**src/rtl/ptimer_pkg.sv**
```systemverilog
package ptimer_pkg;
  localparam int DATA_W      = 8;
  localparam int ADDR_W      = 2;
  localparam int PH_W        = 3;
  localparam int CTRL_ADDR   = 0;
  localparam int RELOAD_ADDR = 1;
  localparam int RUN_BIT     = 7;
  localparam int ONE_BIT     = 6;
  localparam int FLAG_BIT    = 5;
  localparam int DIV_HI      = 4;
  localparam int DIV_LO      = 3;
  localparam int CAP_BIT     = 2;
  localparam int TMO_BIT     = 1;
  localparam int SEL_BIT     = 0;

  typedef struct packed {
    logic       run;
    logic       one_shot;
    logic       flag;
    logic [1:0] div;
    logic       cap_mask;
    logic       tmo_mask;
    logic       pin_sel;
  } ctrl_t;
endpackage

```
**src/rtl/ptimer_prescale.sv**
```systemverilog
module ptimer_prescale #(
  parameter int PH_W = 3
) (
  input  logic       clk_i,
  input  logic       rst_ni,
  input  logic [1:0] div_i,
  output logic       tick_o
);
  logic [PH_W-1:0] phase_q;
  logic [PH_W-1:0] mask;

  always_ff @(posedge clk_i or negedge rst_ni) begin
    if (!rst_ni) phase_q <= '0;
    else         phase_q <= phase_q + 1'b1;
  end

  always_comb begin
    for (int i = 0; i < PH_W; i++) mask[i] = (i < int'(div_i));
  end

  assign tick_o = ((phase_q & mask) == mask);


  div1_tick_chk: assert property (@(posedge clk_i) disable iff (!rst_ni)
    (div_i == 2'd0) |-> tick_o);
endmodule

```
**src/rtl/ptimer_count.sv**
```systemverilog
module ptimer_count #(
  parameter int W = 8
) (
  input  logic         clk_i,
  input  logic         rst_ni,
  input  logic         run_i,
  input  logic         load_i,
  input  logic         tick_i,
  input  logic         one_shot_i,
  input  logic [W-1:0] reload_i,
  output logic         term_o,
  output logic         tout_o
);
  logic [W-1:0] cnt_q;
  logic         tout_q;
  logic         step;

  assign step   = run_i & tick_i & ~load_i;
  assign term_o = step & (cnt_q == W'(1));
  assign tout_o = tout_q;

  always_ff @(posedge clk_i or negedge rst_ni) begin
    if (!rst_ni) begin
      cnt_q  <= '0;
      tout_q <= 1'b0;
    end else begin
      if (load_i)      cnt_q <= reload_i;
      else if (term_o) cnt_q <= one_shot_i ? '0 : reload_i;
      else if (step)   cnt_q <= cnt_q - 1'b1;
      if (term_o) tout_q <= ~tout_q;
    end
  end


  load_value_chk: assert property (@(posedge clk_i) disable iff (!rst_ni)
    load_i |=> (cnt_q == $past(reload_i)));

  tout_toggle_chk: assert property (@(posedge clk_i) disable iff (!rst_ni)
    (tout_q != $past(tout_q)) |-> $past(term_o));

  hold_no_tick_chk: assert property (@(posedge clk_i) disable iff (!rst_ni)
    (!tick_i && !load_i) |=> $stable(cnt_q));
endmodule

```
**src/rtl/ptimer_regs.sv**
```systemverilog
module ptimer_regs
  import ptimer_pkg::*;
(
  input  logic              clk_i,
  input  logic              rst_ni,
  input  logic [ADDR_W-1:0] addr_i,
  input  logic [DATA_W-1:0] wdata_i,
  input  logic              we_i,
  input  logic              term_i,
  output logic [DATA_W-1:0] rdata_o,
  output logic [DATA_W-1:0] reload_o,
  output logic              run_o,
  output logic              one_shot_o,
  output logic [1:0]        div_o,
  output logic              pin_sel_o,
  output logic              load_o,
  output logic              irq_o
);
  ctrl_t             ctrl_q;
  logic [DATA_W-1:0] reload_q;
  logic              irq_q;
  logic              wr_ctrl, wr_reload;

  assign wr_ctrl   = we_i && (addr_i == ADDR_W'(CTRL_ADDR));
  assign wr_reload = we_i && (addr_i == ADDR_W'(RELOAD_ADDR));
  assign load_o    = wr_ctrl && wdata_i[RUN_BIT] && !ctrl_q.run;

  always_ff @(posedge clk_i or negedge rst_ni) begin
    if (!rst_ni) begin
      ctrl_q   <= '0;
      reload_q <= '0;
      irq_q    <= 1'b0;
    end else begin
      if (wr_ctrl) begin
        ctrl_q.run      <= wdata_i[RUN_BIT];
        ctrl_q.one_shot <= wdata_i[ONE_BIT];
        ctrl_q.div      <= wdata_i[DIV_HI:DIV_LO];
        ctrl_q.cap_mask <= wdata_i[CAP_BIT];
        ctrl_q.tmo_mask <= wdata_i[TMO_BIT];
        ctrl_q.pin_sel  <= wdata_i[SEL_BIT];
      end
      // one-shot stop beats a same-cycle run write
      if (term_i && ctrl_q.one_shot) ctrl_q.run <= 1'b0;
      // set beats write-one-to-clear
      if (term_i)                            ctrl_q.flag <= 1'b1;
      else if (wr_ctrl && wdata_i[FLAG_BIT]) ctrl_q.flag <= 1'b0;
      if (wr_reload) reload_q <= wdata_i;
      irq_q <= term_i && ctrl_q.tmo_mask;
    end
  end

  always_comb begin
    if (addr_i == ADDR_W'(CTRL_ADDR))        rdata_o = ctrl_q;
    else if (addr_i == ADDR_W'(RELOAD_ADDR)) rdata_o = reload_q;
    else                                     rdata_o = '0;
  end

  assign reload_o   = reload_q;
  assign run_o      = ctrl_q.run;
  assign one_shot_o = ctrl_q.one_shot;
  assign div_o      = ctrl_q.div;
  assign pin_sel_o  = ctrl_q.pin_sel;
  assign irq_o      = irq_q;


  flag_sticky_chk: assert property (@(posedge clk_i) disable iff (!rst_ni)
    (ctrl_q.flag && !(wr_ctrl && wdata_i[FLAG_BIT])) |=> ctrl_q.flag);

  flag_set_wins_chk: assert property (@(posedge clk_i) disable iff (!rst_ni)
    term_i |=> ctrl_q.flag);

  irq_flag_chk: assert property (@(posedge clk_i) disable iff (!rst_ni)
    irq_q |-> ctrl_q.flag);

  one_shot_stop_chk: assert property (@(posedge clk_i) disable iff (!rst_ni)
    (term_i && ctrl_q.one_shot) |=> !ctrl_q.run);
endmodule

```
**src/rtl/prescaled_timer.sv**
```systemverilog
module prescaled_timer
  import ptimer_pkg::*;
(
  input  logic              clk_i,
  input  logic              rst_ni,
  input  logic [ADDR_W-1:0] addr_i,
  input  logic [DATA_W-1:0] wdata_i,
  input  logic              we_i,
  output logic [DATA_W-1:0] rdata_o,
  output logic              irq_o,
  input  logic              port_bit_i,
  output logic              pin_o
);
  logic [DATA_W-1:0] reload;
  logic              run, one_shot, pin_sel, load, tick, term, tout;
  logic [1:0]        div;

  ptimer_regs i_regs (
    .clk_i, .rst_ni, .addr_i, .wdata_i, .we_i,
    .term_i    (term),
    .rdata_o,
    .reload_o  (reload),
    .run_o     (run),
    .one_shot_o(one_shot),
    .div_o     (div),
    .pin_sel_o (pin_sel),
    .load_o    (load),
    .irq_o
  );

  ptimer_prescale #(.PH_W(PH_W)) i_prescale (
    .clk_i, .rst_ni,
    .div_i (div),
    .tick_o(tick)
  );

  ptimer_count #(.W(DATA_W)) i_count (
    .clk_i, .rst_ni,
    .run_i     (run),
    .load_i    (load),
    .tick_i    (tick),
    .one_shot_i(one_shot),
    .reload_i  (reload),
    .term_o    (term),
    .tout_o    (tout)
  );

  assign pin_o = pin_sel ? tout : port_bit_i;


  pin_port_chk: assert property (@(posedge clk_i) disable iff (!rst_ni)
    !pin_sel |-> (pin_o == port_bit_i));
endmodule

```
**config.mk**
```make
export PLATFORM = sky130hd
export DESIGN_NAME = prescaled_timer
export DESIGN_NICKNAME = d
export VERILOG_FILES = /design/src/rtl/ptimer_pkg.sv /design/src/rtl/ptimer_prescale.sv /design/src/rtl/ptimer_count.sv /design/src/rtl/ptimer_regs.sv /design/src/rtl/prescaled_timer.sv
export SDC_FILE = /design/constraint.sdc
export NUM_CORES = 1
export LEC_CHECK = 0
export BUFFER_PORTS_ARGS = -buffer_cell sky130_fd_sc_hd__buf_2
export CAP_MARGIN = 10
export CORE_ASPECT_RATIO = 0.75
export CORE_UTILIZATION = 50
export DETAILED_ROUTE_END_ITERATION = 6
export GPL_TIMING_DRIVEN = 0
export PLACE_DENSITY_LB_ADDON = 0.3
export SKIP_CTS_REPAIR_TIMING = 1
export SLEW_MARGIN = 20
export SYNTH_ARGS = -nofsm -noshare
export SYNTH_HDL_FRONTEND = slang
export SYNTH_HIERARCHICAL = 1
export SYNTH_SLANG_ARGS = --single-unit
```
**constraint.sdc**
```tcl
create_clock -name clk_i -period 2.04 [get_ports clk_i]
set_clock_uncertainty 0.2 [all_clocks]
set_input_delay 0.408 -clock clk_i [delete_from_list [all_inputs] [get_ports clk_i]]
set_output_delay 0.408 -clock clk_i [all_outputs]
set_load 0.005 [all_outputs]
```
==> out/metrics.yaml <==
run_status:
  outcome: "finished, violations left"
  violated_checks: "negative hold slack, negative setup slack"
synthesis:
  postSynthAreaPerCell_sq_um: 11.4
  synth.top_cell.area_share_pct: 47.1
  synth_top_family_by_area: "multiplexers"
  ys_top_cells_by_area: "sky130_fd_sc_hd__dfrtp_1, sky130_fd_sc_hd__mux2_2, sky130_fd_sc_hd__mux2i_1"
  synth.area.mux_share_pct: 17.8
  synthSimpleGateAreaFrac_pct: 16.1
  synth-async-reset-ratio_pct: 100
  post_synth_num_cell_types: 41
  yosysSeqAreaShare_pct: 47.1
  cell_area_after_synthesis_sq_um: 1540
  synth_compound_gate_area_share_pct: 11.1
  synth_commonest_cells: "sky130_fd_sc_hd__dfrtp_1, sky130_fd_sc_hd__mux2_2, sky130_fd_sc_hd__nor2_1, sky130_fd_sc_hd__mux2i_1"
  edff_count_synth: 0
  syn_inst: 135
  synth.ff_latch_count: 29
  synth_fa_ha_area_share_pct: 2.44
  synth.most_common_cell: "sky130_fd_sc_hd__dfrtp_1"
  netlist.top_cell.by_area: "sky130_fd_sc_hd__dfrtp_1"
  synth_ff_type: "sky130_fd_sc_hd__dfrtp_1"
  yosys.area_share.xor_xnor_pct: 1.70
  synth_warnings: 6
  mappedNetlistNets: 152
sta:
  period_needed_ps: 2080
  fmax_mhz: 481
  finalSetupViolCount: 2
  hold_violations: 29
  fin_hold_ws_ps: -49.1
  fin_ws_ps: -39.8
  worst_pin_slew_ps: 634
  slew_headroom_pct: 57.7
  final.period_utilization_pct: 102
  setup_repair_after_global_routing_missed_its_margin: "yes"
  drv_slew: 0
critical_path:
  worstSetupPathType: "reg2reg"
  worst_setup_path_end_kind: "register"
  worst_r2r_startpoint: "i_regs/div_o[1]$_DFFE_PN0P_"
  cp_data_arrival_time_ps: 2030
  crit_required_ps: 1990
  timing.reg2reg.setup_slack_ps: -40
  crit_path_start_kind: "register"
  crit_path_max_fanout: 4
  reg2reg_to: "i_count/cnt_q[6]$_DFFE_PN0P_"
  reg2reg_depth: 8
floorplan:
  fp.coreArea_sq_um: 2940
  io_pins: 24
  starting_density_of_the_core_pct: 52.5
  floorplan.die_area_sq_um: 3310
  floorplan.die.height_um: 50.1
  die_wd_um: 66.1
  placementRows: 17
global_route:
  grt_pass1_vias: 1059
  grt_first_pass_wirelength_mm: 4.97
  grt_start_max_net_pins: 30
  grt-busiest-layer: "met2"
  grt_util_all_layers_pct: 20.7
  use_met1_pct: 28.0
  grt_overflow: 0
  use_met3_pct: 6.25
  groute.layer.met2.usage_pct: 31.8
  antenna_found_initial: 0
placement:
  place.port_buffers: 21
  detailed_place_hpwl_mm: 2.22
  gp_congestion: 0.838
final_layout:
  ff_latch_area_sq_um: 726
  final_nets: 189
  num_antenna_cells: 0
  multiInputGateArea_sq_um: 827
  fin_util_pct: 65.3
  layout-drive-gt1-share_pct: 43.9
  fillCellCount: 227
  area_growth_pct: 24.4
routing:
  drt.antenna.violating_nets: 0
  num_vias: 1195
  drt-wirelength-per-cell_um: 16.1
  firstDrtPassIters: 4
  route.final.wire_length_mm: 3.40
  drc: 0
  drt-vias-per-instance: 5.66
  detail_route.iter0.violations: 94
clocking:
  clockRootBuffer: "sky130_fd_sc_hd__clkbuf_8"
  ctsHtreeMaxLevel: 2
  clk_latency_ps: 270
  cts-buffers-inserted: 5
  tritoncts_num_sinks: 29
  clockBufferDepth: 2
  clk_transition_reported_paths_ps: 60
  clock_tree_from_tritoncts: "built"
power_and_ir_drop:
  power.total_mw: 2.07
  p_per_area_nw_per_um2: 1080
  vdd_ir_drop_max_v: 0.000570
  static-leakage-power_nw: 0.897
job:
  max_cap_violations: 0
hold_path:
  min_path_type: "in2async"
-- report_power, final --
part	internal, mW	switching (mW)
registers	0.727	0.229
logic	0.366	0.310
clock network	0.235	0.204
-- layout by cell type (no fill, tap or decap), types with 2 or more instances in the layout --
master / synthesis / final
sky130_fd_sc_hd__clkbuf_8: 0 / 5
sky130_fd_sc_hd__buf_4: 2 / 12
sky130_fd_sc_hd__nor3_1: 2 / 2
sky130_fd_sc_hd__a21oi_1: 5 / 4
sky130_fd_sc_hd__dfrtp_1: 29 / 29
sky130_fd_sc_hd__inv_1: 6 / 6
sky130_fd_sc_hd__mux2_2: 15 / 14
sky130_fd_sc_hd__nand2_1: 6 / 5
sky130_fd_sc_hd__a31oi_1: 2 / 2
sky130_fd_sc_hd__buf_2: 2 / 22
sky130_fd_sc_hd__clkinv_2: 0 / 2
sky130_fd_sc_hd__nor4_4: 2 / 2
sky130_fd_sc_hd__mux2_4: 1 / 2
sky130_fd_sc_hd__o31ai_1: 2 / 2
sky130_fd_sc_hd__o21ai_0: 5 / 3
sky130_fd_sc_hd__o21ai_1: 2 / 3
sky130_fd_sc_hd__nor2_1: 13 / 12
sky130_fd_sc_hd__a22oi_1: 3 / 2
sky130_fd_sc_hd__a21boi_1: 0 / 2
sky130_fd_sc_hd__ha_1: 3 / 3
sky130_fd_sc_hd__nand3_1: 2 / 2
sky130_fd_sc_hd__mux2i_1: 9 / 9
sky130_fd_sc_hd__xor2_1: 2 / 2
-- critical path, cell delays in order, from the launching register on --
cell	delay [ps]
sky130_fd_sc_hd__dfrtp_1	410
sky130_fd_sc_hd__inv_1	90
sky130_fd_sc_hd__o21ai_2	60
sky130_fd_sc_hd__a22oi_2	210
sky130_fd_sc_hd__buf_4	160
sky130_fd_sc_hd__nand4b_1	180
sky130_fd_sc_hd__nor4_2	330
sky130_fd_sc_hd__mux2i_1	230
sky130_fd_sc_hd__o21ai_1	70
-- per-layer routing --
| metal | share of wire [%] | vias to the layer above |
|---|---|---|
| met5 | 0 | - |
| met3 | 4.3 | 4 |
| met4 | 0.68 | 0 |
| met2 | 51 | 23 |
| met1 | 44 | 602 |
| li1 | - | 566 |
-- layout make-up --
class | instances | share of cell area (%)
Buffer | 4 | 1.63
Multi-Input combinational cell | 95 | 43.1
Clock inverter | 2 | 0.522
Inverter | 6 | 1.17
Sequential cell | 29 | 37.9
Tap cell | 38 | 2.48
Clock buffer | 6 | 3.79
Timing Repair Buffer | 31 | 9.40
-- logic make-up (layout without fill, tap and decap cells) --
kind of cell,count (synthesis),count (layout)
AO/OA/AOI/OAI,26,26
XOR/XNOR,3,3
adder cells (fa/ha/maj),3,3
buffers and inverters,11,49
flip-flops,29,29
multiplexers,25,25
AND/OR/NAND/NOR,38,38
-- per-stage QoR --
step,hold WS (ps),instances,worst slack [ps],TNS (ps),instance area (sq um)
after CTS,-25.4,202,-263,-724,1780
final,-49.1,211,-39.8,-63.8,1920
after global routing,0.849,211,-148,-319,1920
after global placement,252,194,-219,-1450,1700
after detailed placement,262,194,-259,-1820,1700
after floorplan,-87.6,135,9.20,0,1550
-- sequential cells by signal (all words and copies together), names as in the netlist --
signal              count
i_regs/ctrl_q           3
i_regs/pin_sel_o        1
i_regs/one_shot_o       1
i_regs/irq_o            1
i_regs/run_o            1
i_regs/reload_o         8
i_count/cnt_q           8
i_count/tout_o          1
i_regs/div_o            2
i_prescale/phase_q      3
-- worst max path at each step --
stage	startpoint	to
after floorplan	i_count/cnt_q[3]$_DFFE_PN0P_	i_regs/run_o$_DFFE_PN0P_
after global placement	i_regs/div_o[1]$_DFFE_PN0P_	i_regs/run_o$_DFFE_PN0P_
after detailed placement	addr_i[0]	i_count/cnt_q[0]$_DFFE_PN0P_
after CTS	i_regs/div_o[1]$_DFFE_PN0P_	i_regs/run_o$_DFFE_PN0P_
after global routing	i_regs/div_o[1]$_DFFE_PN0P_	i_count/cnt_q[6]$_DFFE_PN0P_
final	i_regs/div_o[1]$_DFFE_PN0P_	i_count/cnt_q[6]$_DFFE_PN0P_
(Power assumes the default switching activity.)
